[src/rtl/eeprom_guard_pkg.sv]
package eeprom_guard_pkg;
  typedef struct packed {
    logic setWel;
    logic clrWel;
    logic loadNv;
  } guard_strobe_t;

  localparam int STATUS_W = 8;
  localparam int BIT_WPEN = 7;
  localparam int BIT_BP1  = 3;
  localparam int BIT_BP0  = 2;
endpackage

[src/rtl/eeprom_guard_ctrl.sv]
module eeprom_guard_ctrl
  import eeprom_guard_pkg::*;
#(
  parameter int ADDR_W = 11
) (
  input  logic              cmdSetLatch,
  input  logic              cmdClrLatch,
  input  logic              cmdStatusWrite,
  input  logic              arrayWriteDone,
  input  logic              busy,
  input  logic              wpN,
  input  logic [ADDR_W-1:0] checkAddr,
  input  logic              wel,
  input  logic              wpen,
  input  logic [1:0]        bp,
  output guard_strobe_t     strobes,
  output logic              arrayWritable,
  output logic              statusWritable
);
  localparam int TOP = ADDR_W - 1;

  logic hwLock;
  logic inProtected;

  assign hwLock = wpen & ~wpN;

  always_comb begin
    unique case (bp)
      2'b00:   inProtected = 1'b0;
      2'b01:   inProtected = &checkAddr[TOP -: 2];
      2'b10:   inProtected = checkAddr[TOP];
      default: inProtected = 1'b1;
    endcase
  end

  assign statusWritable = wel & ~busy & ~hwLock;
  assign arrayWritable  = wel & ~busy & ~inProtected;

  always_comb begin
    strobes        = '0;
    strobes.loadNv = cmdStatusWrite & statusWritable;
    strobes.clrWel = cmdClrLatch | arrayWriteDone | strobes.loadNv;
    strobes.setWel = cmdSetLatch;
  end
endmodule

[src/rtl/eeprom_guard_dp.sv]
module eeprom_guard_dp
  import eeprom_guard_pkg::*;
(
  input  logic                clk,
  input  logic                rst_n,
  input  guard_strobe_t       strobes,
  input  logic [STATUS_W-1:0] statusData,
  input  logic                busy,
  output logic                wel,
  output logic                wpen,
  output logic [1:0]          bp,
  output logic [STATUS_W-1:0] statusByte
);
  always_ff @(posedge clk or negedge rst_n) begin
    if (!rst_n) begin
      wel  <= 1'b0;
      wpen <= 1'b0;
      bp   <= 2'b00;
    end else begin
      if (strobes.clrWel)      wel <= 1'b0;
      else if (strobes.setWel) wel <= 1'b1;
      if (strobes.loadNv) begin
        wpen <= statusData[BIT_WPEN];
        bp   <= {statusData[BIT_BP1], statusData[BIT_BP0]};
      end
    end
  end

  assign statusByte = {wpen, 3'b000, bp, wel, busy};
endmodule

[src/rtl/eeprom_guard.sv]
module eeprom_guard
  import eeprom_guard_pkg::*;
#(
  parameter int ADDR_W = 11
) (
  input  logic              clk,
  input  logic              rst_n,
  input  logic              cmdSetLatch,
  input  logic              cmdClrLatch,
  input  logic              cmdStatusWrite,
  input  logic [7:0]        statusData,
  input  logic              arrayWriteDone,
  input  logic              busy,
  input  logic              wpN,
  input  logic [ADDR_W-1:0] checkAddr,
  output logic [7:0]        statusByte,
  output logic              arrayWritable,
  output logic              statusWritable
);
  guard_strobe_t strobes;
  logic          wel;
  logic          wpen;
  logic [1:0]    bp;

  eeprom_guard_ctrl #(.ADDR_W(ADDR_W)) u_ctrl (
    .cmdSetLatch(cmdSetLatch), .cmdClrLatch(cmdClrLatch),
    .cmdStatusWrite(cmdStatusWrite), .arrayWriteDone(arrayWriteDone),
    .busy(busy), .wpN(wpN), .checkAddr(checkAddr),
    .wel(wel), .wpen(wpen), .bp(bp), .strobes(strobes),
    .arrayWritable(arrayWritable), .statusWritable(statusWritable)
  );

  eeprom_guard_dp u_dp (
    .clk(clk), .rst_n(rst_n), .strobes(strobes), .statusData(statusData),
    .busy(busy), .wel(wel), .wpen(wpen), .bp(bp), .statusByte(statusByte)
  );

  // fixed zero bits and busy mirror
  assert_unused_zero_R1: assert property (@(posedge clk) disable iff (!rst_n)
    statusByte[6:4] == 3'b000 && statusByte[0] == busy);

  // clear pulse drops the latch
  assert_clear_drops_R3: assert property (@(posedge clk) disable iff (!rst_n)
    cmdClrLatch |=> !statusByte[1]);

  // armed low pin freezes stored bits
  assert_lock_holds_R7: assert property (@(posedge clk) disable iff (!rst_n)
    (cmdStatusWrite && statusByte[7] && !wpN) |=> $stable({statusByte[7], statusByte[3:2]}));

  // no array permission without the latch
  assert_no_array_without_wel_R8: assert property (@(posedge clk) disable iff (!rst_n)
    !statusByte[1] |-> !arrayWritable);

  // full protection blocks every address
  assert_all_protected_R8: assert property (@(posedge clk) disable iff (!rst_n)
    statusByte[3:2] == 2'b11 |-> !arrayWritable);

  // completion clears the latch
  assert_done_clears_R9: assert property (@(posedge clk) disable iff (!rst_n)
    arrayWriteDone |=> !statusByte[1]);
endmodule

[config.mk]
export PLATFORM = sky130hd
export DESIGN_NAME = eeprom_guard
export DESIGN_NICKNAME = d
export VERILOG_FILES = /design/src/rtl/eeprom_guard_pkg.sv /design/src/rtl/eeprom_guard_ctrl.sv /design/src/rtl/eeprom_guard_dp.sv /design/src/rtl/eeprom_guard.sv
export SDC_FILE = /design/constraint.sdc
export NUM_CORES = 1
export LEC_CHECK = 0
export ABC_CLOCK_PERIOD_IN_PS = 3400
export CAP_MARGIN = 30
export CORE_AREA = 10 10 47 49
export CTS_CLUSTER_DIAMETER = 40
export DETAILED_ROUTE_END_ITERATION = 8
export DIE_AREA = 0 0 57 59
export GPL_TIMING_DRIVEN = 0
export PLACE_DENSITY = 0.76
export SYNTH_ARGS = -nofsm -noshare
export SYNTH_HDL_FRONTEND = slang
export SYNTH_HIERARCHICAL = 1
export SYNTH_SLANG_ARGS = --single-unit
[constraint.sdc]
create_clock -name clk -period 3.4 [get_ports clk]
set_clock_uncertainty 0.05 [all_clocks]
set_input_delay 0.34 -clock clk [delete_from_list [all_inputs] [get_ports clk]]
set_output_delay 0.34 -clock clk [all_outputs]
set_load 0.02 [all_outputs]
Yosys cells after proc, flatten, opt, wreduce, memory -nomap -nowiden. Index checks and enable logic that the tools add are counted.

Equality and inequality tests: 2. Muxes and demuxes: 3. Bitwise gates (word level): 11. Reduce and logical (&&, ||, !) cells: 3.

Operator list (number): $and 1x1->1 (5); $not 1->1 (4); $pmux 1 s3 (1); $eq 2x1->1 const B (1); $eq 2x2->1 const B (1); $logic_not 2->1 (1); $mux 1 (2); $or 1x1->1 (2); $reduce_and 2->1 (1); $reduce_bool 2->1 (1).

Register bits after elaboration: 4. Input bits: 27. Output and inout port bits: 10.

Longest topological paths before layout. Gate-level depths: netlist of the first run.

Depth in word-level cells: 7. Depth in mapped cells: 3. Mapped depth without buffers: 3.

Cells and area by module. Netlist of the first run, hierarchy kept.

By module, submodules not included: eeprom_guard_dp (instances 1, cells an instance 17, area an instance 207.7 µm²); eeprom_guard_ctrl (instances 1, cells an instance 10, area an instance 78.8 µm²).

Worst setup path after synthesis of the first run. OpenSTA, ideal clock, no wires.

Kind: reg-to-output. Start point: register u_dp.bp[0]. End point: output arrayWritable. Data arrival time: 0.964 ns. Setup slack: 2.046 ns. Cell stages (with the launch flop): 3. Buffers on the path: 0. Path through: dfrtp_1 > a21o_1 > a221oi_2.

Word-level cells in the longest chain between the ends: 4. Elaborated cells on any way between the ends: 6. Classes of those cells: 2 x eq/ne; 1 x mux; 2 x bitwise; 1 x reduce/logical.

RTL lines: start: declaration (RTL line eeprom_guard_dp.sv:11) `output logic [1:0] bp,`; start signal: assignment (RTL line eeprom_guard_dp.sv:24) `bp <= {statusData[BIT_BP1], statusData[BIT_BP0]};`; $eq 2x2->1, or another cell as far along (RTL line eeprom_guard_ctrl.sv:28) `unique case (bp)`; $pmux 1 s3 (*) (RTL line eeprom_guard_ctrl.sv:28); $not 1->1 (*) (RTL line eeprom_guard_ctrl.sv:37) `assign arrayWritable = wel & ~busy & ~inProtected;`; $and 1x1->1 (*) (RTL line eeprom_guard_ctrl.sv:37); end: declaration (RTL line eeprom_guard.sv:17) `output logic arrayWritable,`.

Mark *: on every way between the ends. The rest lies on a longest branch, timed or not.

Final worst setup path of the first run.
Start point: input checkAddr[9]. End point: output arrayWritable.

Word-level cells in the longest chain between the ends: 4.

RTL lines: start: declaration (RTL line eeprom_guard.sv:15) `input logic [ADDR_W-1:0] checkAddr,`; $reduce_and 2->1 (RTL line eeprom_guard_ctrl.sv:30) `2'b01: inProtected = &checkAddr[TOP -: 2];`; $pmux 1 s3 (RTL line eeprom_guard_ctrl.sv:28); $not 1->1 (RTL line eeprom_guard_ctrl.sv:37); $and 1x1->1 (RTL line eeprom_guard_ctrl.sv:37).

Every way passes these cells.

==> results of run 1 <==
-- per-layer routing --
layer,vias to the layer above,wire [um]
li1,124,-
met1,109,255
met2,14,367
met3,2,89
met4,0,17
met5,-,0
-- area by class of cell --
cell class,instances,area share [%]
timing repair buffer,18,34.9
multi-input combinational,15,23.7
sequential,4,19.4
buffer,9,13.1
clock buffer,3,4.36
tap,16,3.87
inverter,1,0.726
-- registers in the layout, summed over array words and instances (netlist names) --
| register | flops |
|---|---|
| u_dp/wel | 1 |
| u_dp/wpen | 1 |
| u_dp/bp | 2 |
-- cells in the final DEF (no fill, tap or decap), drive strengths merged --
cell            n
clkbuf          3
clkdlybuf4s50  18
nor2b           1
a221oi          1
nand2b          1
nor2            2
a21o            1
dfrtp           4
mux2            3
conb            3
o31ai           1
inv             1
o21ba           1
nor3            1
buf             9
-- how the worst max path moves through the flow --
stage	from	endpoint	slack, ps	cells past startpoint
finish	checkAddr[9]	arrayWritable	1230	4
global route	checkAddr[9]	arrayWritable	1170	4
CTS	checkAddr[9]	arrayWritable	1210	4
detailed placement	checkAddr[9]	arrayWritable	1230	4
global placement	checkAddr[9]	arrayWritable	1200	4
floorplan	u_dp/bp[0]	arrayWritable	2050	2
-- logic make-up (layout without fill, tap and decap cells) --
logic type / count (synthesis) / after routing
AOI/OAI and AO/OA: 4 / 4
buffers and inverters: 10 / 31
DFF: 4 / 4
muxes: 3 / 3
other: 1 / 3
and+or+nand+nor: 5 / 5
-- worst max-delay path, stage by stage --
cell             delay (ps)
clkdlybuf4s50_1         400
a21o_1                  190
a221oi_2                220
clkdlybuf4s50_1         640
-- stage by stage --
step / std cells / power [mW]
after floorplan: 29 / 0.121
after global placement: 63 / 0.159
after detailed placement: 63 / 0.161
after CTS: 66 / 0.221
after global routing: 66 / 0.231
final: 66 / 0.216
-- power groups by stage --
stage                     Clock (mW)  Sequential [mW]  Combinational [mW]
after global routing          0.0640           0.0694              0.0980
after CTS                     0.0602           0.0683              0.0922
final                         0.0577           0.0677              0.0908
after detailed placement           0           0.0690              0.0918
after floorplan                    0           0.0660              0.0547
after global placement             0           0.0679              0.0908
-- cell usage after synthesis, drive strengths merged, types with 2 or more instances --
library cell / count / share of area [%]
mux2: 3 / 12
dfrtp: 4 / 35
nor2: 2 / 2.6
buf: 9 / 24
==> results, run 1 <==
- Pin placement for this block handled 37 I/O pins.
- TritonCTS built the clock tree.
- After detailed routing, the number of vias per cell comes to roughly 3.8.
- The run finished with clean final reports.
- Once the clock tree was built, the resizer swapped 0 gates to a different size.
- The die is 59 um tall.
- The number of nets with antenna violations after routing is 0.
- The global-route track usage on met2 is between 7 and 8%.
- The source of the worst register-to-register timing path is u_dp/wpen.
- The count of routing violations after the opening detailed-route iteration is 1.
- Entering global routing, the biggest net connects 5 pins.
- The multi-input combinational cells in the finished layout cover a total of 123 sq um.
- The area taken by flip-flops and latches is about 100 sq um.
- The number of antenna violations at the first check in global routing is 0.
- Setup violations remaining at the end of the flow were counted as 0.
- In this run the post-CTS setup repair buffer count came out at 0.
- Of the total synthesized cell area, the portion taken by full adders, half adders and majority gates is 0%.
- STA classifies the critical path endpoint as a primary output.
- Once layout is complete, the utilization of the core stands at approximately 37%.
- The mux contribution to synthesized area is between 10% and 20%.
- The routability congestion estimate is approximately 0.65.
- The path class of the tightest hold or removal check is in -> async.
- The required time of the worst setup path is approximately 3000 ps.
- The clock buffer count from CTS is 3.
- The data arrival time of the critical path is 1780 ps.
- In the synthesized netlist the async set-or-reset flop fraction comes to 100%.
- The global routing usage on met1 is between 3 and 4%.
- The register share of total power is between 30% and 40%.
- The total power per unit cell area is about 420 nW/um^2.
- The post-synthesis instance total is 27.
- The flop and latch count out of synthesis is 4.
- In this run the cell area of the synthesized design comes to roughly 290 sq um.
- STA classifies the critical path startpoint as an input pin.
- The count of pins over their slew limit is 0.
- The finished cells cover a little over 500 sq um.
- The number of warning messages in the yosys log is 6.
- The detailed placer's ending HPWL is around 660 um.
- The internal reg-to-reg setup slack is around 2000 ps.
- The number of global-route vias before repair is 267.
- Compared with the post-synthesis result, the final layout area differs by 80.3%.
- The met3 capacity usage during global routing is 3.22%.
- Across every metal layer, demand over resource in global routing totals ~4.6%.
- The peak supply drop is 0.104 mV.
- The total DRC errors in the routed layout is 0.
- The share of post-route cells with drive strength above 1 is between 30% and 40%.
- The cell sitting at the root of the clock tree is a clkbuf_4.
- The reg-to-reg endpoint is u_dp/bp[1].
- The clock edge transition at the registers on the reported setup and hold paths is around 40 ps.
- The aggregate negative setup slack is 0 ps.
- The die extent in x is roughly 57 um.
- The largest family of logic cells by synthesized area is buffers and inverters.
- The maximum level of the CTS H-tree is 1.
- Before CTS, the worst setup slack after placement is around 1200 ps.
- The core region area is 1400 sq um.
- Once the floorplan was initialized, standard cells occupied 20.4% of the core.
- The top achievable clock speed is around 0.46 GHz.
- The worst setup path is of the in -> out kind.
- The worst path in the final design needs a cycle of approximately 2200 ps, including I/O delays and setup.
- The repair_antennas step left the layout with diodes totalling 0.
- Of the total synthesized cell area, the portion taken by AND, OR, NAND and NOR gates is a little under an eighth.
- The internal portion of total power is 0.154 mW.
- After synthesis, flip-flops and latches occupy 34.9% of the total area.
- Of the total synthesized cell area, the portion taken by XOR and XNOR cells is 0%.
- The total global routing overflow is 0.
- The final worst slack is around 1200 ps.
- The die covers about 3400 sq um.
- The first-pass GRT wire length is 1.14 mm.
- After detailed routing, the total wire length is between 700 and 800 um.
- The clock share of power is 26.7%.
- The post-placement cell area is slightly below 500 sq um.
- Counting flops with a built-in enable in the synthesized netlist gives 0.
- In the final routed layout, each cell accounts on average for 11.0 um.
- The number of hold-slack violations in the final timing report is 0.
- The number of different library cells used by synthesis comes to 13.
- The clock net in this run drives a total of 4 sinks.
- Setup repair after global routing left no endpoint under its margin.
- The clock reaches the later pin of the worst-skew pair after ~230 ps.
- The layout has around 150 filler cells.
- In the finished design, the share of the clock period the worst path needs comes to between 60% and 70%.
- The total net switching power is 0.0624 mW.
- The most used flip-flop cell after synthesis is dfrtp_1.
- The worst hold slack is roughly 250 ps.
- The total number of placement rows is 14.
- The number of cells on the worst reg-to-reg path is 3.
- The share of total power consumed by net switching is between 20 and 30%.
- The number of buffers on the longest clock path is 2.
- During placement, the flow inserted port buffers numbering 18.
- The length of the first detailed-routing pass in iterations is 2.
- The largest driver fanout on the critical path is 1.
- In the final design database the tool counted slightly below 80 nets.
- The combinational cell fraction of total power is a little over two fifths.
- The routed via count is ~250.
- Max-cap violations in this run came to 0.
- The area fraction in compound gates after synthesis is roughly 16%.
- The layer flagged by global routing as most heavily used is met2.
- For this design the static power due to leakage is ~0.24 nW.
- A synthesized cell averages around 11 sq um.
- The number of buffers added to fix hold violations after cts is 0.
Note: power is estimated with default switching activity, not from simulation.
==> run 2: changes to the inputs <==
ABC_CLOCK_PERIOD_IN_PS = 1900   (was 3400)
CORE_AREA = default   (was 10 10 47 49)
CORE_MARGIN = 10   (was default)
CORE_UTILIZATION = 21   (was default)
DIE_AREA = default   (was 0 0 57 59)
PLACE_DENSITY = 0.77   (was 0.76)
clock period = 1.9 ns   (was 3.4 ns; I/O delays follow)
==> run 2 against run 1 <==
Die area decreased by 3.6%. Global-route usage increased by 0.83 points. Via count decreased by 1.2%. Core utilization increased by 2.6 points. Critical path depth unchanged. Register-to-register slack got worse by 1500 ps. Flip-flop and latch count unchanged. Count of clock-buffer cells in the layout unchanged. Sequential power increased by 79%. First-iteration DRC count unchanged. Non-clock buffer count unchanged. Total power increased by 80%. Critical path type unchanged. Largest power group unchanged.
==> results, run 2 (synthesis results as in run 1) <==
- The number of hold-slack violations in the final timing report is 0.
- The core region area is around 1300 sq um.
- The layout has ~140 filler cells.
- IR analysis of the VDD net gives a maximum drop of between 0.2 and 0.3 mV.
- The classification of the worst setup path is in -> out.
- The tool flagged a number of max-cap violations equal to 0.
- The data arrival time of the critical path is ~1500 ps.
- TritonCTS built the clock tree.
- Pin placement for this block handled 37 I/O pins.
- The detailed placer's ending HPWL is ~700 um.
- Per report_power, the combinational group accounts for between 40% and 50% of the total.
- Routability-driven placement finished with a final weighted congestion of a little over 0.6.
- The run finished with clean final reports.
- The die is ~57 um wide.
- The largest driver fanout on the critical path is 4.
- Of the total power, the share spent switching nets is 29.5%.
- The routed via count is 246.
- Once placement completed, the tool counted placed cells totaling between 60 and 70.
- The slowest cell on the critical path is clkdlybuf4s50_1.
- The clock share of power is between 20 and 30%.
- The internal portion of the total power is between 0.2 and 0.3 mW.
- The share of the cycle needed by the critical path after routing is slightly above 90%.
- Entering global routing, the biggest net connects 5 pins.
- The first TritonRoute pass finished after 2 iterations.
- The count of endpoints failing setup in the final report is 0.
- Measured in cells, the most critical reg-to-reg path has a length of 3.
- Setup repair after global routing left no endpoint under its margin.
- The register with the most flip-flops in the layout has 2 of them.
- Summed over all layers, the routed wires come to 785 um.
- The most numerous cell type found on the critical path is clkdlybuf4s50_1.
- In the final layout, flip-flops and latches occupy roughly 100 sq um.
- The total DRC errors in the routed layout is 0.
- STA puts the critical path data required time at between 1500 and 2000 ps.
- The internal reg-to-reg setup slack is 460 ps.
- The startpoint identified for the worst register-to-register timing path is u_dp/wpen.
- Leaving out fill and tap cells, the most frequent cell in the layout is clkdlybuf4s50_1.
- In the global route stage, overall resource usage came out at ~5.5%.
- The tree is rooted in a clkbuf_4.
- The total net switching power is roughly 0.12 mW.
- The number of global-route vias before repair is around 290.
- In this run the number of H-tree levels came out at 1.
- After layout, the minimum clock period comes to roughly 1700 ps.
- The post-cts repair resize count is 1.
- After global routing the overflow that remains totals 0.
- The detail-routed via count per cell is 3.78.
- The post-layout net count is 79.
- The register share of total power is between 30% and 40%.
- The number of nets with antenna violations after routing is 0.
- Dividing the detail-routed wire length by the instance count gives 12.1 um.
- The total power per unit cell area is about 760 nW/um^2.
- The clock edge transition at the registers on the reported setup and hold paths is 40 ps.
- The clock buffer count from CTS is 3.
- The path class of the tightest hold or removal check is in -> async.
- At the later pin of the worst-skew pair, clock insertion delay measures about 240 ps.
- The top achievable clock speed is roughly 0.57 GHz.
- In this design, the stage delay of the slowest critical-path cell is about 620 ps.
- The total clock sinks is 4.
- In this run the tool buffered the top-level ports with 18 buffer cells.
- The initialized floorplan defines 13 standard-cell rows.
- In the layout the commonest cells are 17 x clkdlybuf4s50_1, 9 x buf_4, 4 x dfrtp_1.
- The largest registers in the layout are u_dp/bp x2, u_dp/wel x1, u_dp/wpen x1.
- The signal on the critical path passes through clkdlybuf4s50_1 > nand2b_4 > nor2_1 > clkdlybuf4s50_1.
- For this design, the CTS-stage hold fixing added 0 buffers.
- The count of pins over their slew limit came to 0.
- The number of antenna violations at the first check in global routing was 0.
- The number of antenna diodes in the final layout is 0.
- The first global-routing pass estimated 1.29 mm of wire.
- The post-CTS setup buffer count is 0.
- The worst setup path is launched from an input pin.
- The final standard cell count with taps included and fillers excluded is 65.
- The leakage power figure is between 0.2 and 0.25 nW.
- From bottom edge to top edge, the die measures around 57 um.
- The initial core utilization is between 20% and 30%.
- The synthesis-to-finish area growth is 79.5%.
- The endpoint identified for the worst register-to-register timing path is u_dp/bp[0].
- The area of the multi-input gates is roughly 120 sq um.
- Cells with a size suffix above 1 make up a little under two fifths of the layout.
- The die footprint is approximately 3200 sq um.
- The total chip power is 0.390 mW.
- The count of routing violations after the opening detailed-route iteration is 1.
- No sink is reached through more buffers than the 2 on the longest clock path.
- Ranked by flip-flop count, first place goes to u_dp/bp.
- The category of the worst setup path capture point is a primary output.
==> run 2: how the worst max path moves through the flow <==
| stage | from | to | slack (ps) | cells past startpoint |
|---|---|---|---|---|
| after floorplan | u_dp/wpen | u_dp/bp[0] | 580 | 3 |
| after global placement | checkAddr[9] | arrayWritable | 10 | 4 |
| after detailed placement | checkAddr[9] | arrayWritable | -4 | 4 |
| after CTS | busy | statusWritable | 140 | 4 |
| after global routing | u_dp/wpen | statusWritable | 110 | 3 |
| final | busy | statusWritable | 150 | 4 |
==> run 2: critical path: cells and delay by family <==
| family | cells | cell delay [ps] |
|---|---|---|
| buffers and inverters | 2 | 1050 |
| AND/OR/NAND/NOR | 2 | 270 |
==> run 2: per-stage QoR <==
stage | setup TNS [ps] | utilization (%) | setup WS [ps] | hold slack, ps | cell area [sq um]
floorplan | 0 | - | 576 | -156 | 294
global placement | 0 | 37.9 | 9.58 | 353 | 493
detailed placement | -3.79 | 37.9 | -3.79 | 358 | 493
CTS | 0 | 39.5 | 138 | 99.5 | 514
global route | 0 | 39.5 | 105 | 105 | 514
finish | 0 | 39.5 | 155 | 108 | 514
==> run 2: routing by layer <==
layer / track usage (%) / part of all wire, % / vias up
li1: - / - / 125
met1: 3.97 / 29 / 109
met2: 8.06 / 54 / 12
met3: 5.53 / 17 / 0
met4: 5.03 / 0 / 0
met5: 0 / 0 / -
==> run 2: area by class of cell <==
| class | instances | share of cell area [%] |
|---|---|---|
| multi-input combinational | 15 | 23.8 |
| inverter | 1 | 0.730 |
| buffer | 9 | 13.1 |
| sequential | 4 | 19.5 |
| timing repair buffer | 18 | 34.8 |
| clock buffer | 3 | 4.38 |
| tap | 15 | 3.65 |
==> run 2: power groups by stage <==
stage / Sequential [mW] / Clock, mW / Combinational [mW]
global placement: 0.122 / 0 / 0.163
CTS: 0.121 / 0.113 / 0.164
finish: 0.121 / 0.106 / 0.163
floorplan: 0.118 / 0 / 0.0978
global route: 0.124 / 0.121 / 0.177
detailed placement: 0.122 / 0 / 0.165
